## config.mk

```make
export PLATFORM = sky130hd
export DESIGN_NAME = cacard_busctl
export DESIGN_NICKNAME = d
export VERILOG_FILES = /design/src/rtl/cab_pkg.sv /design/src/rtl/cab_access.sv /design/src/rtl/cab_slot_reset.sv /design/src/rtl/cab_presence.sv /design/src/rtl/cacard_busctl.sv
export SDC_FILE = /design/constraint.sdc
export NUM_CORES = 1
export LEC_CHECK = 0
export ABC_CLOCK_PERIOD_IN_PS = 2500
export CAP_MARGIN = 20
export CORE_MARGIN = 2
export CORE_UTILIZATION = 30
export DETAILED_ROUTE_END_ITERATION = 6
export SLEW_MARGIN = 30
export SYNTH_ARGS = -nofsm -noshare
export SYNTH_HDL_FRONTEND = slang
export SYNTH_HIERARCHICAL = 1
export SYNTH_SLANG_ARGS = --single-unit
export TNS_END_PERCENT = 10
```

## constraint.sdc

```tcl
create_clock -name clk -period 2.5 [get_ports clk]
set_input_delay 0.625 -clock clk [delete_from_list [all_inputs] [get_ports clk]]
set_output_delay 0.625 -clock clk [all_outputs]
set_load 0.02 [all_outputs]
```

## src/rtl/cab_pkg.sv

```systemverilog
package cab_pkg;
    typedef enum logic [1:0] {AC_IDLE, AC_SETUP, AC_STROBE, AC_RECOVER} acc_state_t;
    typedef enum logic [1:0] {RS_IDLE, RS_DRIVE, RS_WAIT} rst_state_t;

    localparam logic [2:0] RA_IRQ   = 3'd0;
    localparam logic [2:0] RA_ALO   = 3'd1;
    localparam logic [2:0] RA_AHI   = 3'd2;
    localparam logic [2:0] RA_DATA  = 3'd3;
    localparam logic [2:0] RA_BCTL  = 3'd4;
    localparam logic [2:0] RA_BCTL2 = 3'd5;
endpackage

```

## src/rtl/cab_access.sv

```systemverilog
module cab_access
    import cab_pkg::*;
#(
    parameter int STROBE_CYC = 4,
    parameter int AW = 14,
    parameter int DW = 8
) (
    input  logic          clk,
    input  logic          rst_n,
    input  logic          launch,
    input  logic          launch_rd,
    input  logic          launch_slot,
    input  logic          launch_io,
    input  logic [AW-1:0] launch_addr,
    input  logic [DW-1:0] launch_wdata,
    output logic          busy,
    output logic [DW-1:0] rdata,
    output logic [AW-1:0] cb_addr,
    output logic [DW-1:0] cb_wdata,
    input  logic [DW-1:0] cb_rdata,
    output logic          cb_iospace,
    output logic [1:0]    cb_sel,
    output logic          cb_rd,
    output logic          cb_wr,
    input  logic          cb_ready
);
    localparam int CW = $clog2(STROBE_CYC + 1);

    acc_state_t    state, nxt;
    logic [CW-1:0] cnt;
    logic          rd_q, slot_q, io_q;
    logic [AW-1:0] addr_q;
    logic [DW-1:0] wdata_q, rdata_q;
    logic          strobe_done;

    assign strobe_done = (cnt == '0) && cb_ready;

    always_ff @(posedge clk or negedge rst_n) begin
        if (!rst_n) begin
            state   <= AC_IDLE;
            cnt     <= '0;
            rd_q    <= 1'b0;
            slot_q  <= 1'b0;
            io_q    <= 1'b0;
            addr_q  <= '0;
            wdata_q <= '0;
            rdata_q <= '0;
        end else begin
            state <= nxt;
            if (state == AC_IDLE && launch) begin
                rd_q    <= launch_rd;
                slot_q  <= launch_slot;
                io_q    <= launch_io;
                addr_q  <= launch_addr;
                wdata_q <= launch_wdata;
            end
            if (state == AC_SETUP)
                cnt <= CW'(STROBE_CYC - 1);
            else if (state == AC_STROBE && cnt != '0)
                cnt <= cnt - 1'b1;
            if (state == AC_STROBE && strobe_done && rd_q)
                rdata_q <= cb_rdata;
        end
    end

    always_comb begin
        nxt = state;
        unique case (state)
            AC_IDLE:    if (launch) nxt = AC_SETUP;
            AC_SETUP:   nxt = AC_STROBE;
            AC_STROBE:  if (strobe_done) nxt = AC_RECOVER;
            AC_RECOVER: nxt = AC_IDLE;
            default:    nxt = AC_IDLE;
        endcase
    end

    always_comb begin
        busy       = (state != AC_IDLE);
        cb_sel     = busy ? (slot_q ? 2'b10 : 2'b01) : 2'b00;
        cb_rd      = (state == AC_STROBE) && rd_q;
        cb_wr      = (state == AC_STROBE) && !rd_q;
        cb_addr    = addr_q;
        cb_wdata   = wdata_q;
        cb_iospace = io_q;
        rdata      = rdata_q;
    end

    // Checker: length of the current strobe run, saturating
    logic          strobe;
    logic [CW-1:0] run_q;
    assign strobe = cb_rd | cb_wr;
    always_ff @(posedge clk or negedge rst_n) begin
        if (!rst_n) run_q <= '0;
        else if (!strobe) run_q <= '0;
        else if (run_q != CW'(STROBE_CYC)) run_q <= run_q + 1'b1;
    end

    AST_STROBE_MIN: assert property (@(posedge clk) disable iff (!rst_n)
        $fell(strobe) |-> run_q == CW'(STROBE_CYC));
    AST_STROBE_READY: assert property (@(posedge clk) disable iff (!rst_n)
        $fell(strobe) |-> $past(cb_ready));
    AST_ADDR_HELD: assert property (@(posedge clk) disable iff (!rst_n)
        (busy && $past(busy)) |-> $stable(cb_addr));
    AST_LAUNCH_BUSY: assert property (@(posedge clk) disable iff (!rst_n)
        (launch && !busy) |=> busy);
endmodule

```

## src/rtl/cab_slot_reset.sv

```systemverilog
module cab_slot_reset
    import cab_pkg::*;
#(
    parameter int RST_CYC = 16
) (
    input  logic clk,
    input  logic rst_n,
    input  logic start,
    input  logic card_ready,
    output logic active,
    output logic rst_out
);
    localparam int CW = $clog2(RST_CYC + 1);

    rst_state_t    state, nxt;
    logic [CW-1:0] cnt;

    always_ff @(posedge clk or negedge rst_n) begin
        if (!rst_n) begin
            state <= RS_IDLE;
            cnt   <= '0;
        end else begin
            state <= nxt;
            if (state == RS_IDLE)
                cnt <= CW'(RST_CYC - 1);
            else if (state == RS_DRIVE && cnt != '0)
                cnt <= cnt - 1'b1;
        end
    end

    always_comb begin
        nxt = state;
        unique case (state)
            RS_IDLE:  if (start) nxt = RS_DRIVE;
            RS_DRIVE: if (cnt == '0) nxt = RS_WAIT;
            RS_WAIT:  if (card_ready) nxt = RS_IDLE;
            default:  nxt = RS_IDLE;
        endcase
    end

    always_comb begin
        active  = (state != RS_IDLE);
        rst_out = (state == RS_DRIVE);
    end

    // Checker: drive length, saturating
    logic [CW-1:0] run_q;
    always_ff @(posedge clk or negedge rst_n) begin
        if (!rst_n) run_q <= '0;
        else if (!rst_out) run_q <= '0;
        else if (run_q != CW'(RST_CYC)) run_q <= run_q + 1'b1;
    end

    AST_RST_MIN: assert property (@(posedge clk) disable iff (!rst_n)
        $fell(rst_out) |-> run_q == CW'(RST_CYC));
    AST_RST_CLEAR_READY: assert property (@(posedge clk) disable iff (!rst_n)
        $fell(active) |-> $past(card_ready));
endmodule

```

## src/rtl/cab_presence.sv

```systemverilog
module cab_presence #(
    parameter int DEB_CYC = 8
) (
    input  logic clk,
    input  logic rst_n,
    input  logic pin_n,
    output logic db_n,
    output logic chg
);
    localparam int CW = $clog2(DEB_CYC + 1);

    logic          s1_q, s2_q, db_q, chg_q;
    logic [CW-1:0] cnt;

    always_ff @(posedge clk or negedge rst_n) begin
        if (!rst_n) begin
            s1_q  <= 1'b1;
            s2_q  <= 1'b1;
            db_q  <= 1'b1;
            chg_q <= 1'b0;
            cnt   <= '0;
        end else begin
            s1_q  <= pin_n;
            s2_q  <= s1_q;
            chg_q <= 1'b0;
            if (s2_q == db_q) begin
                cnt <= '0;
            end else if (cnt == CW'(DEB_CYC - 1)) begin
                db_q  <= s2_q;
                chg_q <= 1'b1;
                cnt   <= '0;
            end else begin
                cnt <= cnt + 1'b1;
            end
        end
    end

    assign db_n = db_q;
    assign chg  = chg_q;

    AST_DB_FOLLOW: assert property (@(posedge clk) disable iff (!rst_n)
        !$stable(db_q) |-> db_q == $past(s2_q));
endmodule

```

## src/rtl/cacard_busctl.sv

```systemverilog
module cacard_busctl
    import cab_pkg::*;
#(
    parameter int STROBE_CYC = 4,
    parameter int RST_CYC    = 16,
    parameter int DEB_CYC    = 8,
    parameter int AW         = 14
) (
    input  logic          clk,
    input  logic          rst_n,
    input  logic [2:0]    reg_addr,
    input  logic          reg_wr,
    input  logic          reg_rd,
    input  logic [7:0]    reg_wdata,
    output logic [7:0]    reg_rdata,
    output logic          busy,
    output logic          irq,
    output logic [AW-1:0] cb_addr,
    output logic [7:0]    cb_wdata,
    input  logic [7:0]    cb_rdata,
    output logic          cb_iospace,
    output logic [1:0]    cb_sel,
    output logic          cb_rd,
    output logic          cb_wr,
    input  logic          cb_ready,
    input  logic [1:0]    slot_present_n,
    input  logic [1:0]    slot_ready,
    output logic [1:0]    slot_rst,
    output logic [1:0]    ts_pass,
    output logic [1:0]    ts_out_en,
    output logic [1:0]    tuner_rst_n
);
    localparam int LOW_W  = 7;
    localparam int HIGH_W = AW - LOW_W;

    logic [LOW_W-1:0]  alo_q;
    logic [HIGH_W-1:0] ahi_q;
    logic              slot_q, io_q, irq_en_q, pend_q;
    logic [1:0]        ts_q, tso_q, tun_q;
    logic [1:0]        rs_active, rs_start, db_n, chg;
    logic [7:0]        acc_rdata;
    logic              launch, wr_bctl, wr_ictl;

    assign launch  = !busy && (reg_addr == RA_DATA) && (reg_wr || reg_rd);
    assign wr_bctl = reg_wr && (reg_addr == RA_BCTL);
    assign wr_ictl = reg_wr && (reg_addr == RA_IRQ);
    assign rs_start[0] = wr_bctl && reg_wdata[5];
    assign rs_start[1] = wr_bctl && reg_wdata[4];

    always_ff @(posedge clk or negedge rst_n) begin
        if (!rst_n) begin
            alo_q    <= '0;
            ahi_q    <= '0;
            slot_q   <= 1'b0;
            io_q     <= 1'b0;
            ts_q     <= '0;
            tso_q    <= '0;
            tun_q    <= 2'b11;
            irq_en_q <= 1'b0;
            pend_q   <= 1'b0;
        end else begin
            if (reg_wr) begin
                unique case (reg_addr)
                    RA_ALO:   alo_q <= reg_wdata[7:1];
                    RA_AHI:   ahi_q <= reg_wdata[HIGH_W-1:0];
                    RA_BCTL: begin
                        slot_q  <= reg_wdata[7];
                        io_q    <= reg_wdata[6];
                        ts_q[0] <= reg_wdata[3];
                        ts_q[1] <= reg_wdata[2];
                    end
                    RA_BCTL2: begin
                        tso_q[0] <= reg_wdata[4];
                        tso_q[1] <= reg_wdata[5];
                        tun_q[0] <= reg_wdata[3];
                        tun_q[1] <= reg_wdata[2];
                    end
                    RA_IRQ:   irq_en_q <= reg_wdata[0];
                    default: ;
                endcase
            end
            if (|chg)
                pend_q <= 1'b1;
            else if (wr_ictl && reg_wdata[1])
                pend_q <= 1'b0;
        end
    end

    always_comb begin
        unique case (reg_addr)
            RA_IRQ:   reg_rdata = {6'b0, pend_q, irq_en_q};
            RA_ALO:   reg_rdata = {alo_q, 1'b0};
            RA_AHI:   reg_rdata = 8'(ahi_q);
            RA_DATA:  reg_rdata = acc_rdata;
            RA_BCTL:  reg_rdata = {slot_q, io_q, rs_active[0], rs_active[1],
                                   ts_q[0], ts_q[1], db_n[0], db_n[1]};
            RA_BCTL2: reg_rdata = {2'b00, tso_q[1], tso_q[0], tun_q[0], tun_q[1], 2'b00};
            default:  reg_rdata = 8'h00;
        endcase
    end

    assign irq         = irq_en_q && pend_q;
    assign ts_pass     = ts_q;
    assign ts_out_en   = tso_q;
    assign tuner_rst_n = tun_q;

    cab_access #(.STROBE_CYC(STROBE_CYC), .AW(AW), .DW(8)) u_access (
        .clk(clk), .rst_n(rst_n),
        .launch(launch), .launch_rd(!reg_wr), .launch_slot(slot_q), .launch_io(io_q),
        .launch_addr({ahi_q, alo_q}), .launch_wdata(reg_wdata),
        .busy(busy), .rdata(acc_rdata),
        .cb_addr(cb_addr), .cb_wdata(cb_wdata), .cb_rdata(cb_rdata),
        .cb_iospace(cb_iospace), .cb_sel(cb_sel), .cb_rd(cb_rd), .cb_wr(cb_wr),
        .cb_ready(cb_ready)
    );

    for (genvar i = 0; i < 2; i++) begin : g_slot
        cab_slot_reset #(.RST_CYC(RST_CYC)) u_rst (
            .clk(clk), .rst_n(rst_n), .start(rs_start[i]),
            .card_ready(slot_ready[i]), .active(rs_active[i]), .rst_out(slot_rst[i])
        );
        cab_presence #(.DEB_CYC(DEB_CYC)) u_pres (
            .clk(clk), .rst_n(rst_n), .pin_n(slot_present_n[i]),
            .db_n(db_n[i]), .chg(chg[i])
        );
    end

    AST_PEND_CAUSE: assert property (@(posedge clk) disable iff (!rst_n)
        $rose(pend_q) |-> $past(|chg));
    AST_SEL_ONE: assert property (@(posedge clk) disable iff (!rst_n)
        $onehot0(cb_sel));
endmodule

```

==> results of run 1 <==
[report_power, final]
group          internal (W)  switching (W)
registers           0.00191       0.000301
logic              0.000958       0.000846
clock network      0.000835       0.000575
[critical path, cell delays in order]
cell and delay [ns]:
clkdlybuf4s15_2 0.22, bufbuf_16 0.28, nor3b_2 0.04, buf_4 0.14
a22oi_1 0.21, o21ai_0 0.12, buf_2 0.17
[state kept, by name, indices dropped and copies added, names as in the netlist, 3 cells and up]
signal / cells
u_access/cb_addr: 14
g_slot.u_rst/cnt: 10
g_slot.u_pres/cnt: 8
u_access/cb_wdata: 8
u_access/rdata: 8
ahi_q: 7
alo_q: 7
g_slot.u_rst/state: 4
u_access/cnt: 3
[metrics by stage]
step / total power, W / util [%] / hold WS, ns / std cells / setup slack, ns
floorplan: 0.00330 / - / 0.329 / 328 / 0.160
global route: 0.00576 / 41.2 / 0.256 / 607 / 0.00200
finish: 0.00542 / 41.2 / 0.230 / 607 / 0.0609
CTS: 0.00550 / 41.1 / 0.244 / 607 / -0.0244
global placement: 0.00398 / 38.7 / 0.346 / 590 / -0.638
detailed placement: 0.00405 / 38.7 / 0.347 / 590 / -0.649
[worst min-delay path by stage]
| stage | end | cells after the start | from | slack (ns) |
|---|---|---|---|---|
| 5_1_grt | g_slot[1].u_rst/cnt[4]$_DFFE_PN0P_ | 1 | rst_n | 0.26 |
| 6_report | g_slot[1].u_rst/cnt[3]$_DFFE_PN0P_ | 1 | rst_n | 0.23 |
| 4_1_cts | g_slot[1].u_rst/cnt[3]$_DFFE_PN0P_ | 1 | rst_n | 0.24 |
| 3_3_place_gp | g_slot[1].u_pres/s2_q$_DFF_PN1_ | 0 | g_slot[1].u_pres/s1_q$_DFF_PN1_ | 0.35 |
| 2_1_floorplan | ahi_q[0]$_DFFE_PN0P_ | 0 | rst_n | 0.33 |
| 3_5_place_dp | g_slot[0].u_pres/s2_q$_DFF_PN1_ | 0 | g_slot[0].u_pres/s1_q$_DFF_PN1_ | 0.35 |
[cells by family (layout without fill, tap and decap cells)]
kind of cell               Yosys count  after routing  synth area share, %
DFF                                 92             92                 53.3
muxes                               77             77                 21.4
and+or+nand+nor                     74             74                 11.7
AOI/OAI and AO/OA                   44             44                 6.72
buffers and inverters               27            126                 3.20
adders and majority gates           10             10                 2.88
xor gates and xnor gates             4              4                0.807
[metal layers]
layer | vias up | wire [um] | track usage, %
met2 | 65 | 4370 | 19.3
met3 | 17 | 450 | 3.39
met5 | - | 0 | 0
li1 | 1354 | - | -
met1 | 1398 | 4500 | 17.3
met4 | 0 | 206 | 5.55
[cells in the mapped netlist, types with 3 or more instances]
library cell / instances / area (um^2)
nand2b_1: 6 / 37.5
dfrtp_1: 84 / 2100
buf_2: 3 / 15.0
nand3_1: 6 / 30.0
nor2_1: 18 / 67.6
buf_4: 3 / 22.5
a21oi_1: 9 / 45.0
nor2b_1: 3 / 18.8
nor4b_1: 3 / 26.3
mux2_4: 22 / 330
and2_1: 3 / 18.8
nand3b_4: 3 / 60.1
mux2i_1: 16 / 160
xnor2_1: 4 / 35.0
ha_1: 10 / 125
o21ai_0: 11 / 55.1
dfstp_2: 8 / 210
a211o_1: 5 / 43.8
buf_6: 3 / 33.8
mux2_2: 31 / 349
and2b_1: 3 / 22.5
nor3_1: 4 / 20.0
inv_1: 17 / 63.8
nand2_1: 10 / 37.5
mux2_1: 8 / 90.1
[placed cells by master (no fill, tap or decap), drive strengths merged, types with 2 or more instances in the layout]
cell type      synthesis  layout
nor3b                  3       3
o211ai                 2       2
a211o                  5       5
buf                    9      29
nor4b                  3       3
o21a                   2       2
inv                   17      18
clkbuf                 1      12
nor2                  20      20
ha                    10      10
o21ai                 11      11
nand2b                 7       7
a21oi                 10      10
nor2b                  3       3
mux2i                 16      16
o22ai                  2       2
nand3                  6       6
dfrtp                 84      84
and3                   2       2
mux2                  61      61
and2b                  3       3
a31oi                  2       2
clkdlybuf4s50          0      57
a311oi                 2       2
and2                   3       3
or4b                   2       2
a21boi                 2       2
dfstp                  8       8
nor3                   5       5
dlygate4sd2            0       4
nand2                 12      12
xnor2                  4       4
nand3b                 3       3
[cell type report]
class	count	area, um^2
fill	1327	8230
sequential	92	2310
inverter	17	63.8
clock inverter	4	55.1
tap	180	225
timing repair buffer	93	935
clock buffer	12	256
multi-input combinational	209	1920
[repair_timing]
action / 4_1_cts / 5_1_grt
endpoints found under the setup margin: 11 / 5
cloned: 1 / 0
gates resized for setup: 52 / 5
==> results by group, run 1 <==
Layout
  • Syn-to-layout area delta: 32.8%
  • Share of post-route cells with drive strength above 1: 29.5%
  • Post-layout nets: 460
  • N_diodes: 0
  • Final instance area: 0.00576 mm^2

Synth
  • EDFF count, synth: 0
  • Synthesized area: 0.00434 mm^2
  • Post-synthesis average cell area: roughly 13 um^2
  • Syn_nets: ~370
  • Ys flop type: dfrtp_1
  • Synth async-reset ratio: 100%
  • Yosys reg bits: between 90 and 100
  • Syn Inst Count: roughly 330
  • Post-synthesis cell type count: just over 50
  • Warnings from Yosys: 6
  • Sequential area share after synthesis: about 53%

CTS
  • CTS H-tree depth: 3
  • Clock sinks: 92
  • Post-CTS setup buffer count: 0
  • Total CTS buffers: 9
  • Clk buf depth: 2
  • Post-CTS Hold Buffers: 0
  • CTS tree: done
  • Clock root buffer: clkbuf_16
  • Clk slew on worst S/H paths: about 0.060 ns
  • Worst skew pair latency: 0.35 ns

STA
  • Tcrit/Tclk final: between 90% and 100%
  • Fin Setup TNS: 0 ns
  • RSZ-0062 raised after global routing: false
  • Final setup viols: 0
  • Setup Skew: 0.00669 ns
  • Worst slew pin tran: just under 0.5 ns
  • Final hold vios: 0
  • Minimum clock period: between 2 and 2.5 ns
  • Fmax: 0.410 GHz
  • Final Max Slew Viols: 0
  • Slew HR: between 60 and 70%

Place
  • Post-DP HPWL: between 7000 and 8000 um
  • Post-placement cell area: ~0.0054 mm^2
  • Port Buffers: 72
  • Routability-driven placement congestion ratio: around 0.80

Route
  • DR WL/cell: 15.7 um
  • Drt total wl: ~9500 um
  • Drt drc: 0
  • Via density: 4.67
  • DRT iter0 DRCs: between 100 and 150
  • Routed vias: approximately 2,800
  • Drt pass-1 iters: 5
  • Routed Antenna Nets: 0

Worst setup path
  • Critical Path RT: roughly 1.9 ns
  • Reg2Reg Setup Slack: 0.28 ns
  • RR Endpoint: u_access/state[1]$_DFFE_PN0P_
  • Worst-path fanout max: 10
  • Critical setup path kind: in -> out
  • Depth of the most critical reg-to-reg path: 8
  • Critical path endpoint: reg_rdata[0]
  • Critical path arrival: about 1.8 ns
  • Worst setup path startpoint: reg_addr[1]
  • CP Launch Type: primary input
  • Crit. End Element: output pin
  • Reg2reg start: u_access/state[0]$_DFFE_PN0P_

Die
  • CORE AREA: 0.0140 mm^2
  • Die area: 0.0154 mm^2
  • Placement Rows: 43
  • I/O pin total: 73
  • Initial Utilization: a little over 30%
  • Chip Width: 124 um
  • Chip height: between 100 and 150 um

Power and ir drop
  • PD cells: 941 mW/mm^2
  • Worst VDD drop: 0.000321 V
  • LEAKAGE: 2.82 nW

Global route
  • Vias in the first global route: between 2,000 and 3,000
  • GR Overflow Total: 0
  • Pin count of the biggest net entering global routing: 44
  • Antenna violations before repair: 0
  • GRT Total Usage: between 10% and 20%
  • First-pass GRT wire length: around 16,000 um

Status
  • Status: complete, no violations

Worst hold path
  • Min-Delay Path Class: in -> async

Run
  • Max cap viols: 0
No activity file was read; power rests on OpenSTA's default activity.
==> run 2: changes to the inputs <==
- PLACE_DENSITY_LB_ADDON: unset -> 0.12
==> results by group, run 2 (synthesis results as in run 1) <==
Status
  • Status: complete, no violations

Worst setup path
  • Critical setup path kind: in -> out
  • Depth of the most critical reg-to-reg path: 8
  • Worst-path fanout max: 8
  • CP Launch Type: primary input
  • Worst path bufs/invs: 3
  • Largest delay share family, worst path: buffers and inverters
  • RR Endpoint: u_access/state[1]$_DFFE_PN0P_
  • Critical path arrival: 1.82 ns
  • Critical path's largest stage delay: between 0.2 and 0.3 ns
  • Critical Path RT: 1.88 ns
  • Crit-path slowest cell: bufbuf_16
  • Reg2reg start: u_access/state[0]$_DFFE_PN0P_
  • CP Cell Sequence: clkdlybuf4s15_2, bufbuf_16, nand2b_4, o32ai_2, a21o_1, buf_4
  • Crit. End Element: output pin
  • Reg2Reg Setup Slack: about 0.30 ns

Die
  • Placement Rows: 43
  • CORE AREA: 0.0140 mm^2
  • Chip Width: 124 um
  • Die area: 0.0154 mm^2
  • I/O pin total: between 70 and 80
  • Chip height: about 120 um
  • Initial Utilization: 31.0%

STA
  • Setup WS post-layout: 0.0538 ns
  • Final setup viols: 0
  • Final Max Slew Viols: 0
  • Final hold vios: 0
  • Minimum clock period: 2.45 ns
  • RSZ-0062 raised after global routing: false
  • Hold_ws: between 0.2 and 0.25 ns
  • Fmax: 0.409 GHz
  • Slew HR: roughly 67%
  • Tcrit/Tclk final: approximately 100%
  • Worst slew pin tran: between 0.5 and 0.6 ns
  • Fin Setup TNS: 0 ns
  • Setup Skew: roughly 0.0052 ns

Layout
  • Share of post-route cells with drive strength above 1: between 20% and 30%
  • Most frequent cells in the layout: dfrtp_1 (84), clkdlybuf4s50_1 (55), mux2_2 (31)
  • Syn-to-layout area delta: 33.1%
  • Multi-input gate area: between 0.0015 and 0.002 mm^2
  • Post-layout nets: about 460
  • Commonest non-fill, non-tap cell in the layout: dfrtp_1
  • # fillers: 1,351
  • FF+latch area: about 0.0023 mm^2
  • Largest register FFs: 14
  • N_diodes: 0
  • Util after Layout: between 40 and 50%

Power and ir drop
  • Worst VDD drop: 0.000348 V
  • LEAKAGE: between 2 and 3 nW
  • PD cells: 935 mW/mm^2

CTS
  • Clock root buffer: clkbuf_16
  • Clk buf depth: 2
  • Clk slew on worst S/H paths: ~0.060 ns
  • Clock sinks: just over 90
  • Worst skew pair latency: ~0.34 ns
  • CTS tree: done
  • CTS H-tree depth: 3
  • Post-CTS setup buffer count: 0
  • Total CTS buffers: 9

Route
  • Drt pass-1 iters: 4
  • Drt drc: 0
  • DR WL/cell: about 16 um
  • Drt total wl: about 10,000 um
  • Via density: ~4.7
  • Routed vias: roughly 2,800
  • Routed Antenna Nets: 0
  • DRT iter0 DRCs: between 100 and 150

Global route
  • Antenna violations before repair: 0
  • GR Overflow Total: 0
  • First-pass GRT wire length: around 17,000 um
  • GRT Total Usage: a little over an eighth
  • Vias in the first global route: around 3,000
  • Pin count of the biggest net entering global routing: 39

Place
  • DP Worst Slack: -0.678 ns
  • Post-DP HPWL: between 7000 and 8000 um
  • Port Buffers: 72
  • Routability-driven placement congestion ratio: approximately 0.75

Worst hold path
  • Min-Delay Path Class: in -> async

Run
  • Max cap viols: 0
==> run 2: cell types whose count changed in the layout (fill, tap and decap cells not counted), sizes merged <==
cell	delta
buf	+3
clkbuf	+3
clkdlybuf4s50	-2
clkinv	-1
clkinvlp	-1
dlygate4sd2	-1
dlymetal6s2s	+3
inv	-1
==> run 2: metal layers <==
layer | share of wire [%] | routed length [um] | vias up | GRT usage (%)
met5 | 0 | 0 | - | 0
met4 | 2.2 | 220 | 0 | 6.21
met3 | 3.6 | 357 | 15 | 2.96
met2 | 48 | 4790 | 59 | 21.4
met1 | 46 | 4640 | 1401 | 18.2
li1 | - | - | 1363 | -
==> run 2: area by class of cell <==
cell class	count	area share (%)
Timing Repair Buffer	96	16.8
Clock inverter	1	0.520
Inverter	17	1.10
Clock buffer	15	4.64
Multi-Input combinational cell	209	33.0
Tap cell	180	3.90
Sequential cell	92	40.0
==> run 2: per-stage QoR <==
stage	cell area, um^2	total power [W]	std cells
finish	5780	0.00540	610
global route	5780	0.00575	610
CTS	5760	0.00549	610
floorplan	4340	0.00330	328
detailed placement	5460	0.00408	593
global placement	5460	0.00404	593
==> run 2: power breakdown <==
group          internal, W  total (W)  switching, W  leakage, nW
Sequential         0.00191    0.00221      0.000307         1.14
Combinational     0.000968    0.00181      0.000838         1.57
Clock             0.000832    0.00138      0.000550        0.144
==> run 2: worst max-delay path by stage <==
stage | end | from | slack (ns) | cells past startpoint
global placement | reg_rdata[1] | reg_addr[1] | -0.64 | 6
detailed placement | reg_rdata[1] | reg_addr[1] | -0.68 | 6
global route | slot_rst[0] | g_slot[0].u_rst/state[1]$_DFFE_PN0P_ | 0.0009 | 3
floorplan | u_access/state[1]$_DFFE_PN0P_ | reg_addr[1] | 0.16 | 6
CTS | cb_rd | u_access/state[0]$_DFFE_PN0P_ | 0.01 | 5
finish | reg_rdata[1] | reg_addr[1] | 0.05 | 6
==> run 2: timing repair <==
item | CTS | global route
setup endpoints to repair | 9 | 6
hold buffers | 0 | 0
gates resized for setup | 49 | 6
cloned | 1 | 0
